## src/rtl/kbd_rx_pkg.sv

```systemverilog
package kbd_rx_pkg;
  typedef enum logic [0:0] {
    RX_IDLE = 1'b0,
    RX_BUSY = 1'b1
  } rx_state_e;

  localparam logic [7:0] ERR_MARK = 8'h00;

  // Bit slots within a frame, counted after the start bit.
  localparam logic [3:0] SLOT_LAST_DATA = 4'd8;
  localparam logic [3:0] SLOT_PARITY    = 4'd9;

  // True when data plus parity carry an odd count of ones.
  function automatic logic odd_ok(input logic [7:0] d, input logic p);
    return (^d) ^ p;
  endfunction
endpackage

```

## src/rtl/kbd_line_filter.sv

```systemverilog
module kbd_line_filter #(
  parameter int FILT_LEN = 4
) (
  input  logic clk,
  input  logic rst_n,
  input  logic line_i,
  output logic line_o
);
  localparam int CW = $clog2(FILT_LEN + 1);

  logic          s1, s2;
  logic [CW-1:0] run;

  always_ff @(posedge clk or negedge rst_n) begin
    if (!rst_n) begin
      s1     <= 1'b1;
      s2     <= 1'b1;
      run    <= '0;
      line_o <= 1'b1;
    end else begin
      s1 <= line_i;
      s2 <= s1;
      if (s2 == line_o) begin
        run <= '0;
      end else if (run == CW'(FILT_LEN - 1)) begin
        line_o <= s2;
        run    <= '0;
      end else begin
        run <= run + 1'b1;
      end
    end
  end
endmodule

```

## src/rtl/kbd_frame_fsm.sv

```systemverilog
module kbd_frame_fsm
  import kbd_rx_pkg::*;
#(
  parameter int TIMEOUT_CYCLES = 40000
) (
  input  logic       clk,
  input  logic       rst_n,
  input  logic       fall_i,
  input  logic       bit_i,
  output logic       push_o,
  output logic [7:0] push_data_o,
  output logic       err_o
);
  localparam int TW = $clog2(TIMEOUT_CYCLES + 1);

  rx_state_e     state;
  logic [3:0]    slot;
  logic [7:0]    shreg;
  logic          par_bad;
  logic [TW-1:0] quiet;

  always_ff @(posedge clk or negedge rst_n) begin
    if (!rst_n) begin
      state       <= RX_IDLE;
      slot        <= '0;
      shreg       <= '0;
      par_bad     <= 1'b0;
      quiet       <= '0;
      push_o      <= 1'b0;
      push_data_o <= '0;
      err_o       <= 1'b0;
    end else begin
      push_o <= 1'b0;
      err_o  <= 1'b0;
      if (fall_i) begin
        quiet <= '0;
        if (state == RX_IDLE) begin
          // Start bit: accepted unchecked.
          state   <= RX_BUSY;
          slot    <= 4'd1;
          par_bad <= 1'b0;
        end else if (slot <= SLOT_LAST_DATA) begin
          shreg <= {bit_i, shreg[7:1]};
          slot  <= slot + 1'b1;
        end else if (slot == SLOT_PARITY) begin
          par_bad <= !odd_ok(shreg, bit_i);
          slot    <= slot + 1'b1;
        end else begin
          push_o <= 1'b1;
          if (bit_i && !par_bad) begin
            push_data_o <= shreg;
            state       <= RX_IDLE;
          end else begin
            push_data_o <= ERR_MARK;
            err_o       <= 1'b1;
            if (!bit_i) begin
              // Low stop: reuse this sample as the next start bit.
              slot    <= 4'd1;
              par_bad <= 1'b0;
            end else begin
              state <= RX_IDLE;
            end
          end
        end
      end else if (state == RX_BUSY) begin
        if (quiet == TW'(TIMEOUT_CYCLES - 1)) begin
          state <= RX_IDLE;
          quiet <= '0;
        end else begin
          quiet <= quiet + 1'b1;
        end
      end
    end
  end
endmodule

```

## src/rtl/kbd_code_buf.sv

```systemverilog
module kbd_code_buf #(
  parameter int ADDR_W = 8
) (
  input  logic              clk,
  input  logic              rst_n,
  input  logic              push_i,
  input  logic [7:0]        push_data_i,
  input  logic              rd_ready_i,
  input  logic              ovf_clear_i,
  output logic              rd_valid_o,
  output logic [7:0]        rd_data_o,
  output logic [ADDR_W-1:0] rd_idx_o,
  output logic [ADDR_W-1:0] wr_idx_o,
  output logic              full_o,
  output logic              overflow_o
);
  localparam int DEPTH = 1 << ADDR_W;

  logic [7:0]    mem [DEPTH];
  logic [ADDR_W:0] wptr, rptr;
  logic          empty, do_wr, do_rd;

  assign empty  = (wptr == rptr);
  assign full_o = (wptr[ADDR_W] != rptr[ADDR_W]) &&
                  (wptr[ADDR_W-1:0] == rptr[ADDR_W-1:0]);
  assign do_wr  = push_i && !full_o;
  assign do_rd  = !empty && rd_ready_i;

  assign rd_valid_o = !empty;
  assign rd_data_o  = mem[rptr[ADDR_W-1:0]];
  assign rd_idx_o   = rptr[ADDR_W-1:0];
  assign wr_idx_o   = wptr[ADDR_W-1:0];

  always_ff @(posedge clk) begin
    if (do_wr) mem[wptr[ADDR_W-1:0]] <= push_data_i;
  end

  always_ff @(posedge clk or negedge rst_n) begin
    if (!rst_n) begin
      wptr       <= '0;
      rptr       <= '0;
      overflow_o <= 1'b0;
    end else begin
      if (do_wr) wptr <= wptr + 1'b1;
      if (do_rd) rptr <= rptr + 1'b1;
      if (push_i && full_o) overflow_o <= 1'b1;
      else if (ovf_clear_i) overflow_o <= 1'b0;
    end
  end
endmodule

```

## src/rtl/kbd_frame_rx.sv

```systemverilog
module kbd_frame_rx #(
  parameter int ADDR_W         = 8,
  parameter int FILT_LEN       = 4,
  parameter int TIMEOUT_CYCLES = 40000
) (
  input  logic              clk,
  input  logic              rst_n,
  input  logic              kbd_clk_i,
  input  logic              kbd_data_i,
  output logic              rd_valid,
  input  logic              rd_ready,
  output logic [7:0]        rd_data,
  output logic [ADDR_W-1:0] rd_idx,
  output logic [ADDR_W-1:0] wr_idx,
  output logic              overflow,
  input  logic              ovf_clear,
  output logic              err_pulse
);
  localparam int NLINES = 2;

  logic [NLINES-1:0] raw, filt;
  logic              clk_prev, fall;
  logic              push;
  logic [7:0]        push_data;
  logic              buf_full;

  assign raw = {kbd_data_i, kbd_clk_i};

  for (genvar g = 0; g < NLINES; g++) begin : g_line
    kbd_line_filter #(.FILT_LEN(FILT_LEN)) u_filt (
      .clk   (clk),
      .rst_n (rst_n),
      .line_i(raw[g]),
      .line_o(filt[g])
    );
  end

  always_ff @(posedge clk or negedge rst_n) begin
    if (!rst_n) clk_prev <= 1'b1;
    else        clk_prev <= filt[0];
  end
  assign fall = clk_prev && !filt[0];

  kbd_frame_fsm #(.TIMEOUT_CYCLES(TIMEOUT_CYCLES)) u_fsm (
    .clk        (clk),
    .rst_n      (rst_n),
    .fall_i     (fall),
    .bit_i      (filt[1]),
    .push_o     (push),
    .push_data_o(push_data),
    .err_o      (err_pulse)
  );

  kbd_code_buf #(.ADDR_W(ADDR_W)) u_buf (
    .clk        (clk),
    .rst_n      (rst_n),
    .push_i     (push),
    .push_data_i(push_data),
    .rd_ready_i (rd_ready),
    .ovf_clear_i(ovf_clear),
    .rd_valid_o (rd_valid),
    .rd_data_o  (rd_data),
    .rd_idx_o   (rd_idx),
    .wr_idx_o   (wr_idx),
    .full_o     (buf_full),
    .overflow_o (overflow)
  );
endmodule

```

## config.mk

```make
export PLATFORM = sky130hd
export DESIGN_NAME = kbd_frame_rx
export DESIGN_NICKNAME = d
export VERILOG_FILES = /design/src/rtl/kbd_rx_pkg.sv /design/src/rtl/kbd_line_filter.sv /design/src/rtl/kbd_frame_fsm.sv /design/src/rtl/kbd_code_buf.sv /design/src/rtl/kbd_frame_rx.sv
export SDC_FILE = /design/constraint.sdc
export NUM_CORES = 2
export LEC_CHECK = 0
export BUFFER_PORTS_ARGS = -buffer_cell sky130_fd_sc_hd__buf_2
export CORE_MARGIN = 2
export CORE_UTILIZATION = 57
export CTS_CLUSTER_SIZE = 40
export DETAILED_ROUTE_END_ITERATION = 6
export PLACE_DENSITY = 0.76
export SETUP_SLACK_MARGIN = 0.5
export SLEW_MARGIN = 20
export SYNTH_ARGS = -nofsm -noshare
export SYNTH_HDL_FRONTEND = slang
export SYNTH_SLANG_ARGS = --single-unit
export TNS_END_PERCENT = 100
```

## constraint.sdc

```tcl
create_clock -name clk -period 4.11 [get_ports clk]
set_input_delay 0.822 -clock clk [delete_from_list [all_inputs] [get_ports clk]]
set_output_delay 0.822 -clock clk [all_outputs]
set_load 0.02 [all_outputs]
```

==> impl_metrics.py <==
metrics = {
    "synth": {
        "synth_cells": 3979,
        "seq_area_frac_synth_pct": 75.8,
        "async_flop_share_pct": 3.40,
        "syn_avg_cell_area_sq_um": 21.0,
        "synth.area.top_cells": "edfxtp_1 (74%), mux4_2 (13%), dfrtp_1 (1.9%)",
        "syn_nets": 3996,
        "synthFlopType": "edfxtp_1",
        "synth_simple_gate_area_share_pct": 2.85,
        "synth_xor_area_share_pct": 0.398,
        "ys.warnings.count": 0,
        "ys_seq_elements": 2120,
        "synth_fa_ha_area_share_pct": 0.165,
        "yosysUniqueCellTypes": 74,
        "synth_compound_area_share_pct": 2.32,
        "synth_top_cell_area_share_pct": 73.6,
        "synth_mux_area_share_pct": 16.3,
        "yosysTopAreaCell": "edfxtp_1",
        "synth-edff-count": 2048,
        "synth_area_sq_um": 83500,
        "synth_top_family_by_area": "multiplexers",
    },
    "sta": {
        "skew_ns": 0.0470,
        "relSlewSlack_pct": 23.8,
        "final-hold-violation-count": 0,
        "rsz0062_at_grt": "true",
        "maxSlewViolCount": 0,
        "post-route-min-period_ns": 4.80,
        "post-route-period-util_pct": 117,
        "layout_setup_ws_ns": -0.691,
        "setup_viol": 8,
        "fmax_mhz": 208,
        "worstMarginPinSlew_ns": 1.14,
    },
    "placed_design": {
        "hpwl_mm": 128,
        "gp_congestion": 0.904,
        "port_buffers": 32,
    },
    "clocking": {
        "cts_buffers": 193,
        "clkTransAtPathRegs_ns": 0.06,
        "htreeDepth": 4,
        "clk_path_buf_depth": 3,
        "cts_sinks": 2120,
        "tritoncts": "done",
        "root_buffer": "clkbuf_16",
        "clk_latency_ns": 0.83,
        "cts_hold_buf": 0,
    },
    "floorplanning": {
        "io_pins": 33,
        "die_area_sq_um": 150000,
        "initial_core_util_pct": 57.4,
        "rows": 140,
        "die_x_um": 387,
        "core-area_sq_um": 146000,
        "die_h_um": 387,
    },
    "critical_path": {
        "worst-path-max-fanout": 7,
        "cp.arrival_ns": 3.98,
        "worstSetupStartpointType": "flip-flop",
        "critPathKind": "reg -> out",
        "endpoint_kind": "output port",
        "cp.required_ns": 3.29,
    },
    "layout": {
        "final_cell_mix": "edfxtp_1 (2048), mux4_2 (497), buf_4 (273), clkbuf_16 (201), nor2_2 (178)",
        "syn_to_final_growth_pct": 15.1,
        "layout_commonest_cell": "edfxtp_1",
        "final_core_util_pct": 66.1,
        "drive_gt1_share_pct": 33.4,
        "nets": 4360,
    },
    "min_path": {
        "hp-class": "in -> async",
    },
    "power_and_ir_drop": {
        "cellInternalPower_mw": 44.0,
        "p_leak_nw": 29.6,
        "total_power_mw": 63.7,
        "max-vdd-ir-drop_mv": 0.545,
        "pwr-share-seq_pct": 40.7,
        "power.share.combinational_pct": 30.9,
        "p_switching_mw": 19.7,
        "clock_power_share_pct": 28.3,
        "swShare_pct": 30.9,
        "powerDensity_nw_per_um2": 662,
    },
    "routing": {
        "vias": 43800,
        "drc": 1,
        "wl_mm": 213,
        "viasPerCell": 6.82,
        "wl_per_cell_um": 33.2,
        "drt_first_pass_iters": 7,
        "drtIter0Drc": 6289,
        "ant_nets": 0,
    },
    "global_routing": {
        "grt_overflow": 0,
        "antenna_found_initial": 2,
        "grt_max_degree": 153,
        "grt_pass1_vias": 43100,
        "grt_pass1_wl_mm": 305,
        "track_usage_pct": 28.3,
    },
    "run_status": {
        "status": "complete, but fails checks",
        "failed_checks": "design-rule violations, negative setup slack",
    },
    "job": {
        "drv_cap": 0,
    },
}
-- metal layers --
| metal | track usage [%] | share of wire (%) | vias up |
|---|---|---|---|
| li1 | - | - | 17200 |
| met5 | 0 | 0.026 | - |
| met1 | 38.8 | 35 | 22600 |
| met2 | 44.0 | 48 | 3387 |
| met4 | 12.4 | 4.7 | 4 |
| met3 | 7.01 | 12 | 570 |
-- repair_timing --
action | 4_1_cts | 5_1_grt
gates cloned | 11 | 2
setup endpoints to repair | 1348 | 1095
buffers inserted | 51 | 8
resized for setup | 227 | 165
pin swaps | 24 | 20
-- metrics by stage --
step / setup TNS [ns] / instance area, sq um / cells / hold WS, ns / worst slack, ns
6_report: -5.00 / 96200 / 6421 / 0.104 / -0.691
5_1_grt: -5.24 / 96200 / 6420 / 0.0825 / -0.701
4_1_cts: -4.98 / 95500 / 6410 / 0.0473 / -0.645
3_5_place_dp: -1.28 / 87600 / 5993 / 0.347 / -0.264
3_3_place_gp: -1.27 / 87600 / 5993 / 0.346 / -0.246
2_1_floorplan: 0 / 83600 / 3979 / 0.345 / 0.645
-- sequential cells by signal, indices dropped and copies added (netlist names), 4 cells and up --
| name | count |
|---|---|
| u_fsm.quiet | 16 |
| u_buf.mem | 2048 |
| u_fsm.slot | 4 |
| u_fsm.push_data_o | 8 |
| g_line.u_filt.run | 6 |
| u_fsm.shreg | 8 |
| u_buf.rptr | 9 |
| u_buf.wptr | 9 |
-- layout make-up --
type	instances	area [sq um]
antenna	1	2.50
clock buffer	250	5210
clock inverter	105	1110
fill	8689	49400
inverter	15	63.8
multi-input combinational	1595	19500
sequential	2120	63400
tap	1917	2400
timing repair buffer	418	4560
-- synth_stat cells, types with 8 or more instances --
master / instances
and3_1: 14
dfrtp_1: 65
ha_1: 11
nand3_1: 43
mux4_1: 40
o221ai_1: 16
a22oi_1: 19
mux2_2: 18
nand2_1: 132
a221oi_1: 31
nor2b_1: 15
buf_1: 14
nand4_1: 9
buf_8: 22
buf_6: 35
inv_1: 10
buf_2: 66
o22ai_1: 23
nor2_1: 310
a21oi_1: 50
mux4_2: 482
edfxtp_1: 2048
buf_4: 33
clkbuf_1: 67
nor3_1: 15
o21ai_0: 73
xnor2_1: 25
a211oi_1: 10
a31oi_1: 12
o211ai_1: 8
xor2_1: 13
mux2i_1: 152
-- critical path, cell delays in order, from the launching register on --
cell      delay (ns)
dfrtp_4         0.45
buf_12          0.21
buf_16          0.16
mux4_2          0.55
mux4_2          0.49
mux2_4          0.30
o22ai_2         0.11
buf_6           0.13
nor3_4          0.04
nor3_2          0.25
buf_4           0.21
a311oi_4        0.04
buf_6           0.19
-- kinds of logic (layout without fill, tap and decap cells) --
kind of cell               count (synthesis)  in the layout
muxes                                    692            692
AOI/OAI and AO/OA                        290            290
xor gates and xnor gates                  38             38
DFF                                     2120           2120
and+or+nand+nor                          564            564
other                                      0              1
adders and majority gates                 11             11
buffers and inverters                    264            788
-- path summary, 6_finish.rpt --
| path | from | end | slack [ns] | cells after the start |
|---|---|---|---|---|
| max reg2reg | u_buf.wptr[4] | u_buf.mem[25][0] | 0.56 | 3 |
| max in group asynchronous | rst_n | g_line[1].u_filt.s1 | 3.21 | 2 |
| max | u_buf.rptr[0] | rd_data[1] | -0.69 | 12 |
| min reg2reg | g_line[0].u_filt.s1 | g_line[0].u_filt.s2 | 0.35 | 0 |
| min in group clk | kbd_clk_i | g_line[0].u_filt.s1 | 0.11 | 1 |
| min | rst_n | g_line[0].u_filt.run[1] | 0.10 | 1 |
-- power by group through the flow --
stage	combinational [mW]	sequential, mW	clock, mW
2_1_floorplan	9.95	26.5	0
3_3_place_gp	16.6	26.4	0
3_5_place_dp	16.8	26.4	0
4_1_cts	18.9	25.9	18.1
5_1_grt	20.3	26.0	18.9
6_report	19.7	26.0	18.0
No activity file was read; power rests on OpenSTA's default activity.
